[config.mk]
export PLATFORM = sky130hd
export DESIGN_NAME = wr_hazard_tracker
export DESIGN_NICKNAME = d
export VERILOG_FILES = /design/src/rtl/wt_pkg.sv /design/src/rtl/wt_id_gen.sv /design/src/rtl/wt_pend_ctr.sv /design/src/rtl/wt_entry_store.sv /design/src/rtl/wr_hazard_tracker.sv
export SDC_FILE = /design/constraint.sdc
export NUM_CORES = 1
export LEC_CHECK = 0
export CORE_ASPECT_RATIO = 1.2
export CORE_MARGIN = 2
export CORE_UTILIZATION = 55
export DETAILED_ROUTE_END_ITERATION = 8
export HOLD_SLACK_MARGIN = 0.1
export PLACE_DENSITY = 0.73
export SLEW_MARGIN = 10
export SYNTH_ARGS = -nofsm -noshare
export SYNTH_HDL_FRONTEND = slang
export SYNTH_SLANG_ARGS = --single-unit
[constraint.sdc]
create_clock -name clk -period 4.9 [get_ports clk]
set_input_delay 0.98 -clock clk [delete_from_list [all_inputs] [get_ports clk]]
set_output_delay 0.98 -clock clk [all_outputs]
set_load 0.03 [all_outputs]
[src/rtl/wt_pkg.sv]
package wt_pkg;
  localparam int WT_ADDR_W   = 64;
  localparam int WT_HASH_W   = 16;
  localparam int WT_LINE_LSB = 6;

  // XOR fold of the line-address bits into the digest width
  function automatic logic [WT_HASH_W-1:0] wt_line_hash(input logic [WT_ADDR_W-1:0] a);
    logic [WT_HASH_W-1:0] h;
    h = '0;
    for (int i = WT_LINE_LSB; i < WT_ADDR_W; i++) begin
      h[(i - WT_LINE_LSB) % WT_HASH_W] = h[(i - WT_LINE_LSB) % WT_HASH_W] ^ a[i];
    end
    return h;
  endfunction
endpackage

[src/rtl/wt_id_gen.sv]
module wt_id_gen #(
  parameter int ID_W = 6
) (
  input  logic            clk,
  input  logic            rst_n,
  input  logic            step,
  output logic [ID_W-1:0] id
);
  logic [ID_W-1:0] id_q;

  always_ff @(posedge clk) begin
    if (!rst_n)    id_q <= '0;
    else if (step) id_q <= id_q + 1'b1;
  end

  assign id = id_q;

  // each accepted write advances the offered ID by one
  p_id_step_r4: assert property (@(posedge clk) disable iff (!rst_n)
    step |=> id == ID_W'($past(id) + 1'b1));
  p_id_hold_r4: assert property (@(posedge clk) disable iff (!rst_n)
    !step |=> $stable(id));
endmodule

[src/rtl/wt_pend_ctr.sv]
module wt_pend_ctr #(
  parameter int DEPTH = 16,
  localparam int CNT_W = $clog2(DEPTH + 1)
) (
  input  logic             clk,
  input  logic             rst_n,
  input  logic             inc,
  input  logic             dec,
  output logic [CNT_W-1:0] cnt
);
  logic [CNT_W-1:0] cnt_q;

  always_ff @(posedge clk) begin
    if (!rst_n)             cnt_q <= '0;
    else if (inc && !dec)   cnt_q <= cnt_q + 1'b1;
    else if (dec && !inc)   cnt_q <= cnt_q - 1'b1;
  end

  assign cnt = cnt_q;

  // count stays inside 0..DEPTH
  p_no_overflow_r8: assert property (@(posedge clk) disable iff (!rst_n)
    cnt <= CNT_W'(DEPTH));
  p_no_underflow_r8: assert property (@(posedge clk) disable iff (!rst_n)
    (cnt == '0) |-> !(dec && !inc));
endmodule

[src/rtl/wt_entry_store.sv]
module wt_entry_store #(
  parameter int DEPTH  = 16,
  parameter int ID_W   = 6,
  parameter int HASH_W = 16,
  localparam int SLOT_W = (DEPTH > 1) ? $clog2(DEPTH) : 1
) (
  input  logic              clk,
  input  logic              rst_n,
  input  logic              ins,
  input  logic [ID_W-1:0]   ins_id,
  input  logic [HASH_W-1:0] ins_hash,
  input  logic              rm,
  input  logic [ID_W-1:0]   rm_id,
  input  logic [HASH_W-1:0] rd_hash,
  input  logic [ID_W-1:0]   cand_id,
  output logic              rd_hit,
  output logic              cand_hit,
  output logic              rm_hit,
  output logic              full,
  output logic [DEPTH-1:0]  slot_valid
);
  logic [DEPTH-1:0]  valid_q;
  logic [ID_W-1:0]   id_q   [DEPTH];
  logic [HASH_W-1:0] hash_q [DEPTH];

  logic [DEPTH-1:0]  rd_m, cand_m, rm_m;
  logic [SLOT_W-1:0] ins_slot, rm_slot;
  logic              ins_ok, rm_ok;

  function automatic logic [SLOT_W-1:0] lowest_set(input logic [DEPTH-1:0] v);
    logic [SLOT_W-1:0] r;
    r = '0;
    for (int i = DEPTH - 1; i >= 0; i--) begin
      if (v[i]) r = SLOT_W'(i);
    end
    return r;
  endfunction

  // per-slot comparators, all against start-of-cycle contents
  for (genvar g = 0; g < DEPTH; g++) begin : g_slot
    assign rd_m[g]   = valid_q[g] && (hash_q[g] == rd_hash);
    assign cand_m[g] = valid_q[g] && (id_q[g] == cand_id);
    assign rm_m[g]   = valid_q[g] && (id_q[g] == rm_id);
  end

  assign rd_hit     = |rd_m;
  assign cand_hit   = |cand_m;
  assign rm_hit     = |rm_m;
  assign full       = &valid_q;
  assign slot_valid = valid_q;

  assign ins_slot = lowest_set(~valid_q);
  assign rm_slot  = lowest_set(rm_m);
  assign ins_ok   = ins && !full;
  assign rm_ok    = rm && rm_hit;

  always_ff @(posedge clk) begin
    if (!rst_n) begin
      valid_q <= '0;
    end else begin
      for (int i = 0; i < DEPTH; i++) begin
        if (rm_ok && (rm_slot == SLOT_W'(i))) valid_q[i] <= 1'b0;
        if (ins_ok && (ins_slot == SLOT_W'(i))) begin
          valid_q[i] <= 1'b1;
          id_q[i]    <= ins_id;
          hash_q[i]  <= ins_hash;
        end
      end
    end
  end

  // live IDs are unique, so a response names at most one entry
  p_id_unique_r5: assert property (@(posedge clk) disable iff (!rst_n)
    $countones(rm_m) <= 1);
  // a logged write blocks a read of the same digest one cycle later
  p_insert_blocks_read_r2: assert property (@(posedge clk) disable iff (!rst_n)
    ins_ok |=> (rd_hash != $past(ins_hash)) || rd_hit);
  // a simultaneous insert and removal leave occupancy unchanged
  p_same_cycle_r9: assert property (@(posedge clk) disable iff (!rst_n)
    (ins_ok && rm_ok) |=> $countones(valid_q) == $past($countones(valid_q)));
  // a matched response frees an entry
  p_remove_r7: assert property (@(posedge clk) disable iff (!rst_n)
    (rm_ok && !ins_ok) |=> $countones(valid_q) == $past($countones(valid_q)) - 1);
endmodule

[src/rtl/wr_hazard_tracker.sv]
module wr_hazard_tracker #(
  parameter int DEPTH = 16,
  parameter int ID_W  = 6,
  localparam int ADDR_W = wt_pkg::WT_ADDR_W,
  localparam int HASH_W = wt_pkg::WT_HASH_W,
  localparam int CNT_W  = $clog2(DEPTH + 1)
) (
  input  logic              clk,
  input  logic              rst_n,
  input  logic [ADDR_W-1:0] rd_addr,
  output logic              rd_allow,
  input  logic              wr_valid,
  input  logic [ADDR_W-1:0] wr_addr,
  output logic              wr_ready,
  output logic [ID_W-1:0]   wr_id,
  input  logic              rsp_valid,
  input  logic [ID_W-1:0]   rsp_bid,
  output logic              full,
  output logic [CNT_W-1:0]  pend_cnt,
  output logic              orphan_err
);
  import wt_pkg::*;

  logic [HASH_W-1:0] rd_hash, wr_hash;
  logic              rd_hit, cand_hit, rm_hit;
  logic [DEPTH-1:0]  slot_valid;
  logic              wr_fire, rsp_match, rsp_orphan;
  logic              err_q;

  assign rd_hash = wt_line_hash(rd_addr);
  assign wr_hash = wt_line_hash(wr_addr);

  wt_id_gen #(.ID_W(ID_W)) u_id (
    .clk(clk), .rst_n(rst_n), .step(wr_fire), .id(wr_id)
  );

  wt_entry_store #(.DEPTH(DEPTH), .ID_W(ID_W), .HASH_W(HASH_W)) u_store (
    .clk(clk), .rst_n(rst_n),
    .ins(wr_fire), .ins_id(wr_id), .ins_hash(wr_hash),
    .rm(rsp_valid), .rm_id(rsp_bid),
    .rd_hash(rd_hash), .cand_id(wr_id),
    .rd_hit(rd_hit), .cand_hit(cand_hit), .rm_hit(rm_hit),
    .full(full), .slot_valid(slot_valid)
  );

  assign wr_ready   = !full && !cand_hit;
  assign wr_fire    = wr_valid && wr_ready;
  assign rsp_match  = rsp_valid && rm_hit;
  assign rsp_orphan = rsp_valid && !rm_hit;
  assign rd_allow   = !rd_hit;

  wt_pend_ctr #(.DEPTH(DEPTH)) u_cnt (
    .clk(clk), .rst_n(rst_n), .inc(wr_fire), .dec(rsp_match), .cnt(pend_cnt)
  );

  always_ff @(posedge clk) begin
    if (!rst_n)          err_q <= 1'b0;
    else if (rsp_orphan) err_q <= 1'b1;
  end
  assign orphan_err = err_q;

  // no write slot offered when the store is full
  p_full_stall_r6: assert property (@(posedge clk) disable iff (!rst_n)
    full |-> !wr_ready);
  // counter and occupancy agree
  p_cnt_occ_r8: assert property (@(posedge clk) disable iff (!rst_n)
    pend_cnt == CNT_W'($countones(slot_valid)));
  // orphan responses change nothing, the flag is sticky
  p_orphan_cnt_r10: assert property (@(posedge clk) disable iff (!rst_n)
    (rsp_orphan && !wr_fire) |=> pend_cnt == $past(pend_cnt));
  p_err_sticky_r10: assert property (@(posedge clk) disable iff (!rst_n)
    orphan_err |=> orphan_err);
  p_err_set_r10: assert property (@(posedge clk) disable iff (!rst_n)
    rsp_orphan |=> orphan_err);
endmodule

==> key figures <==
Placement
  – Pre-CTS WS: -44.38 ps
  – GPL Wtd Cong: 0.8595
  – Buffers on Ports: 140
  – Hpwl dp: 30.41 mm
  – Cell Area, Placed: 21470 µm²

Routing
  – Pre-Repair DR Iteration Count: 7
  – Post-DR wirelength/cell: 22.52 µm
  – Drt drc: 0
  – Via count: 11698
  – DR iter-0 viols: 819
  – Routed wire length: 46.33 mm
  – Post-DRT Antenna Nets: 0
  – Vias per std cell: 5.687

Outcome
  – Status: complete, no violations

Floorplanning
  – Full die area: 35890 µm²
  – Die Ht: 207.1 µm
  – Core Region: 33980 µm²
  – I/O pin count: 153
  – Initial core utilization: 55.66%
  – Rows: 74
  – Die span in x: 173.3 µm

Critical path
  – CP Launch Type: input pin
  – Max stage delay on crit path: 580 ps
  – Crit Path Class: input pin to output port
  – R2R setup slack: 940 ps
  – Reg2reg end: u_cnt.cnt[4]
  – Worst reg2reg startpoint: u_id.id[5]
  – CP max-delay cell: xnor2_2
  – CP Capture Point: rd_allow
  – Max FO, Critical Path: 6
  – Reg2reg path depth: 13
  – CP arrival: 3800 ps
  – Worst path cell trace: clkdlybuf4s50_1 -> xor2_1 -> xnor2_2 -> buf_4 -> xnor2_1 -> nand3_1 -> nor4_1 -> a32oi_1 -> nand4_1 -> nor4_1 -> buf_4 -> buf_12
  – Critical Path Sink Type: output port
  – CP startpoint: rd_addr[42]
  – Worst endpoint required time: 3920 ps

GRT
  – Initial antenna violation count: 0
  – Number of global-route vias before repair: 12097
  – GRT Max-Usage Layer: met2
  – GRT Resource Usage Total: 25.97%
  – Met1 global-route usage: 31.49%
  – Pin count of the biggest net entering global routing: 24
  – GRT Residual Overflow: 0
  – Global Route met3 Usage: 3.524%
  – First-pass GRT wire length: 70.37 mm
  – GR Layer Usage met2: 47.12%

Timing
  – Worst hold slack: 478.3 ps
  – Final Hold Vio Count: 0
  – Min Tclk post-route: 4778 ps
  – RSZ-0062 raised after global routing: no
  – Final setup TNS: 0 ps
  – Final worst path period share: 97.52%
  – Setup violations, final: 0
  – Clock Skew: 16.68 ps
  – Post-layout worst setup margin: 121.7 ps
  – Rel. slew slack: 30.20%
  – Worst slew pin tran: 1042 ps
  – Max Freq: 0.2093 GHz
  – Final Slew Violations: 0

Yosys
  – Seq/Total Area, Yosys: 58.86%
  – Post-synthesis area per instance: 14.11 µm²
  – Synth Warn #: 0
  – Dominant cells by area after synthesis: edfxtp_1 56%, xnor2_1 14%, xor2_1 10%
  – Top-count cell post-synth: edfxtp_1
  – Instance count of the mapped netlist: 1340
  – Yosys cell types: 70
  – Mapped cell area: 18910 µm²
  – Leading area contributor after synthesis: edfxtp_1
  – Top-area cell type share of the netlist area: 55.89%
  – Most used DFF post-synth: edfxtp_1
  – Syn Nets: 1484
  – Synthesized flop and latch total: 380
  – Fraction of registers with async set/reset: 0%
  – Post-synth EDFFs: 352
  – Synth top cells by count: 352 x edfxtp_1, 299 x xnor2_1, 215 x xor2_1

Clock network
  – CTS tree: yes
  – CTS H-tree depth: 2
  – CTS max path bufs: 3
  – Insertion delay to the later sink of the worst-skew pair: 530 ps
  – # Post-CTS Setup Buffers: 0
  – Clock sinks: 380
  – Num CTS Buffers: 38
  – CTS root buf: clkbuf_16
  – CTS clock-pin slew for the worst setup and hold paths: 60 ps

Pwr
  – Pleak: 7.741 nW
  – Net Sw Frac: 26.02%
  – Internal power: 5.937 mW
  – Psw: 2.088 mW
  – Logic pwr share: 18.2%
  – Worst-case vdd ir drop: 352.4 µV
  – Pwr Total: 8.025 mW
  – Sequential Power Share: 46.4%
  – Pwr/cell area: 353.3 nW/µm²
  – Clk pwr share: 35.4%

Layout
  – Ant. Diodes: 0
  – Fin area: 22720 µm²
  – Final nets: 1715
  – Synthesis-to-finish area growth: 20.12%
  – Fill cells: 2475
  – Layout cells sized above 1: 13.18%

Run
  – Number of max-cap violations: 0

Min path
  – Min-Delay Path Class: flop to flop
  – HP Start: orphan_err
==> logic make-up after synthesis <==
family	synth area share [%]
XOR/XNOR	26.58
multiplexers	0.05293
AO/OA/AOI/OAI	2.772
AND/OR/NAND/NOR	8.760
buffers and inverters	2.547
flip-flops	58.86
adder cells (fa/ha/maj)	0.4367
==> worst min-delay path by stage <==
stage                                   endpoint  slack (ps)  cells after the start
after floorplan           u_store.slot_valid[14]         490                      2
after global placement                orphan_err         480                      1
after detailed placement              orphan_err         460                      1
after CTS                             orphan_err         480                      1
after global routing                  orphan_err         490                      1
final                                 orphan_err         480                      1
==> metal layers <==
| layer | part of all wire [%] | vias up |
|---|---|---|
| met5 | 0 | - |
| met3 | 5.5 | 99 |
| li1 | - | 5312 |
| met1 | 39 | 5854 |
| met2 | 52 | 433 |
| met4 | 3.8 | 0 |
==> power by group through the flow <==
stage / Combinational (mW) / Sequential (mW) / Clock [mW]
6_report: 1.46 / 3.73 / 2.84
3_3_place_gp: 1.42 / 3.79 / 0
5_1_grt: 1.55 / 3.73 / 3.01
2_1_floorplan: 0.845 / 3.79 / 0
3_5_place_dp: 1.45 / 3.80 / 0
4_1_cts: 1.47 / 3.73 / 2.88
==> state kept, by name, indices dropped and copies added (netlist names) <==
name and count:
u_store.slot_valid 16, orphan_err 1, u_id.id 6, u_cnt.cnt 5, u_store.hash_q 256, u_store.id_q 96
==> placed cells by master, fill, tap and decap left out, types with 12 or more instances in the layout <==
master	n
buf_12	18
and3_1	12
buf_4	83
edfxtp_1	352
nand4_1	87
xor2_1	215
a21oi_1	12
clkbuf_16	39
nor3_1	13
xnor2_1	297
dfxtp_1	22
inv_1	16
xnor2_2	18
nor4_1	42
nand3_1	29
nand2_1	23
nor2_1	29
clkdlybuf4s50_1	139
==> worst max-delay path: cells and delay by family <==
kind | cells | cell delay, ps
buffers and inverters | 4 | 980
xor gates and xnor gates | 3 | 910
and+or+nand+nor | 4 | 770
AOI/OAI and AO/OA | 1 | 160
==> through the flow <==
stage | std cells | utilization [%]
2_1_floorplan | 1340 | -
3_3_place_gp | 1987 | 63.20
3_5_place_dp | 1987 | 63.20
4_1_cts | 2057 | 66.85
5_1_grt | 2057 | 66.85
6_report | 2057 | 66.85
==> timing repair <==
action	in CTS	in global routing
hold endpoints to repair	0	0
gates resized for setup	2	0
hold buffers	0	0
setup endpoints to repair	1	0
==> cell type report <==
cell class | instances | area, µm² | area share [%]
Clock buffer | 49 | 1013 | 4.461
Clock inverter | 21 | 206.4 | 0.9088
Inverter | 17 | 63.81 | 0.2809
Multi-Input combinational cell | 894 | 7350 | 32.35
Sequential cell | 380 | 11140 | 49.03
Tap cell | 456 | 570.5 | 2.512
Timing Repair Buffer | 240 | 2375 | 10.45
No activity file was read; power rests on OpenSTA's default activity.
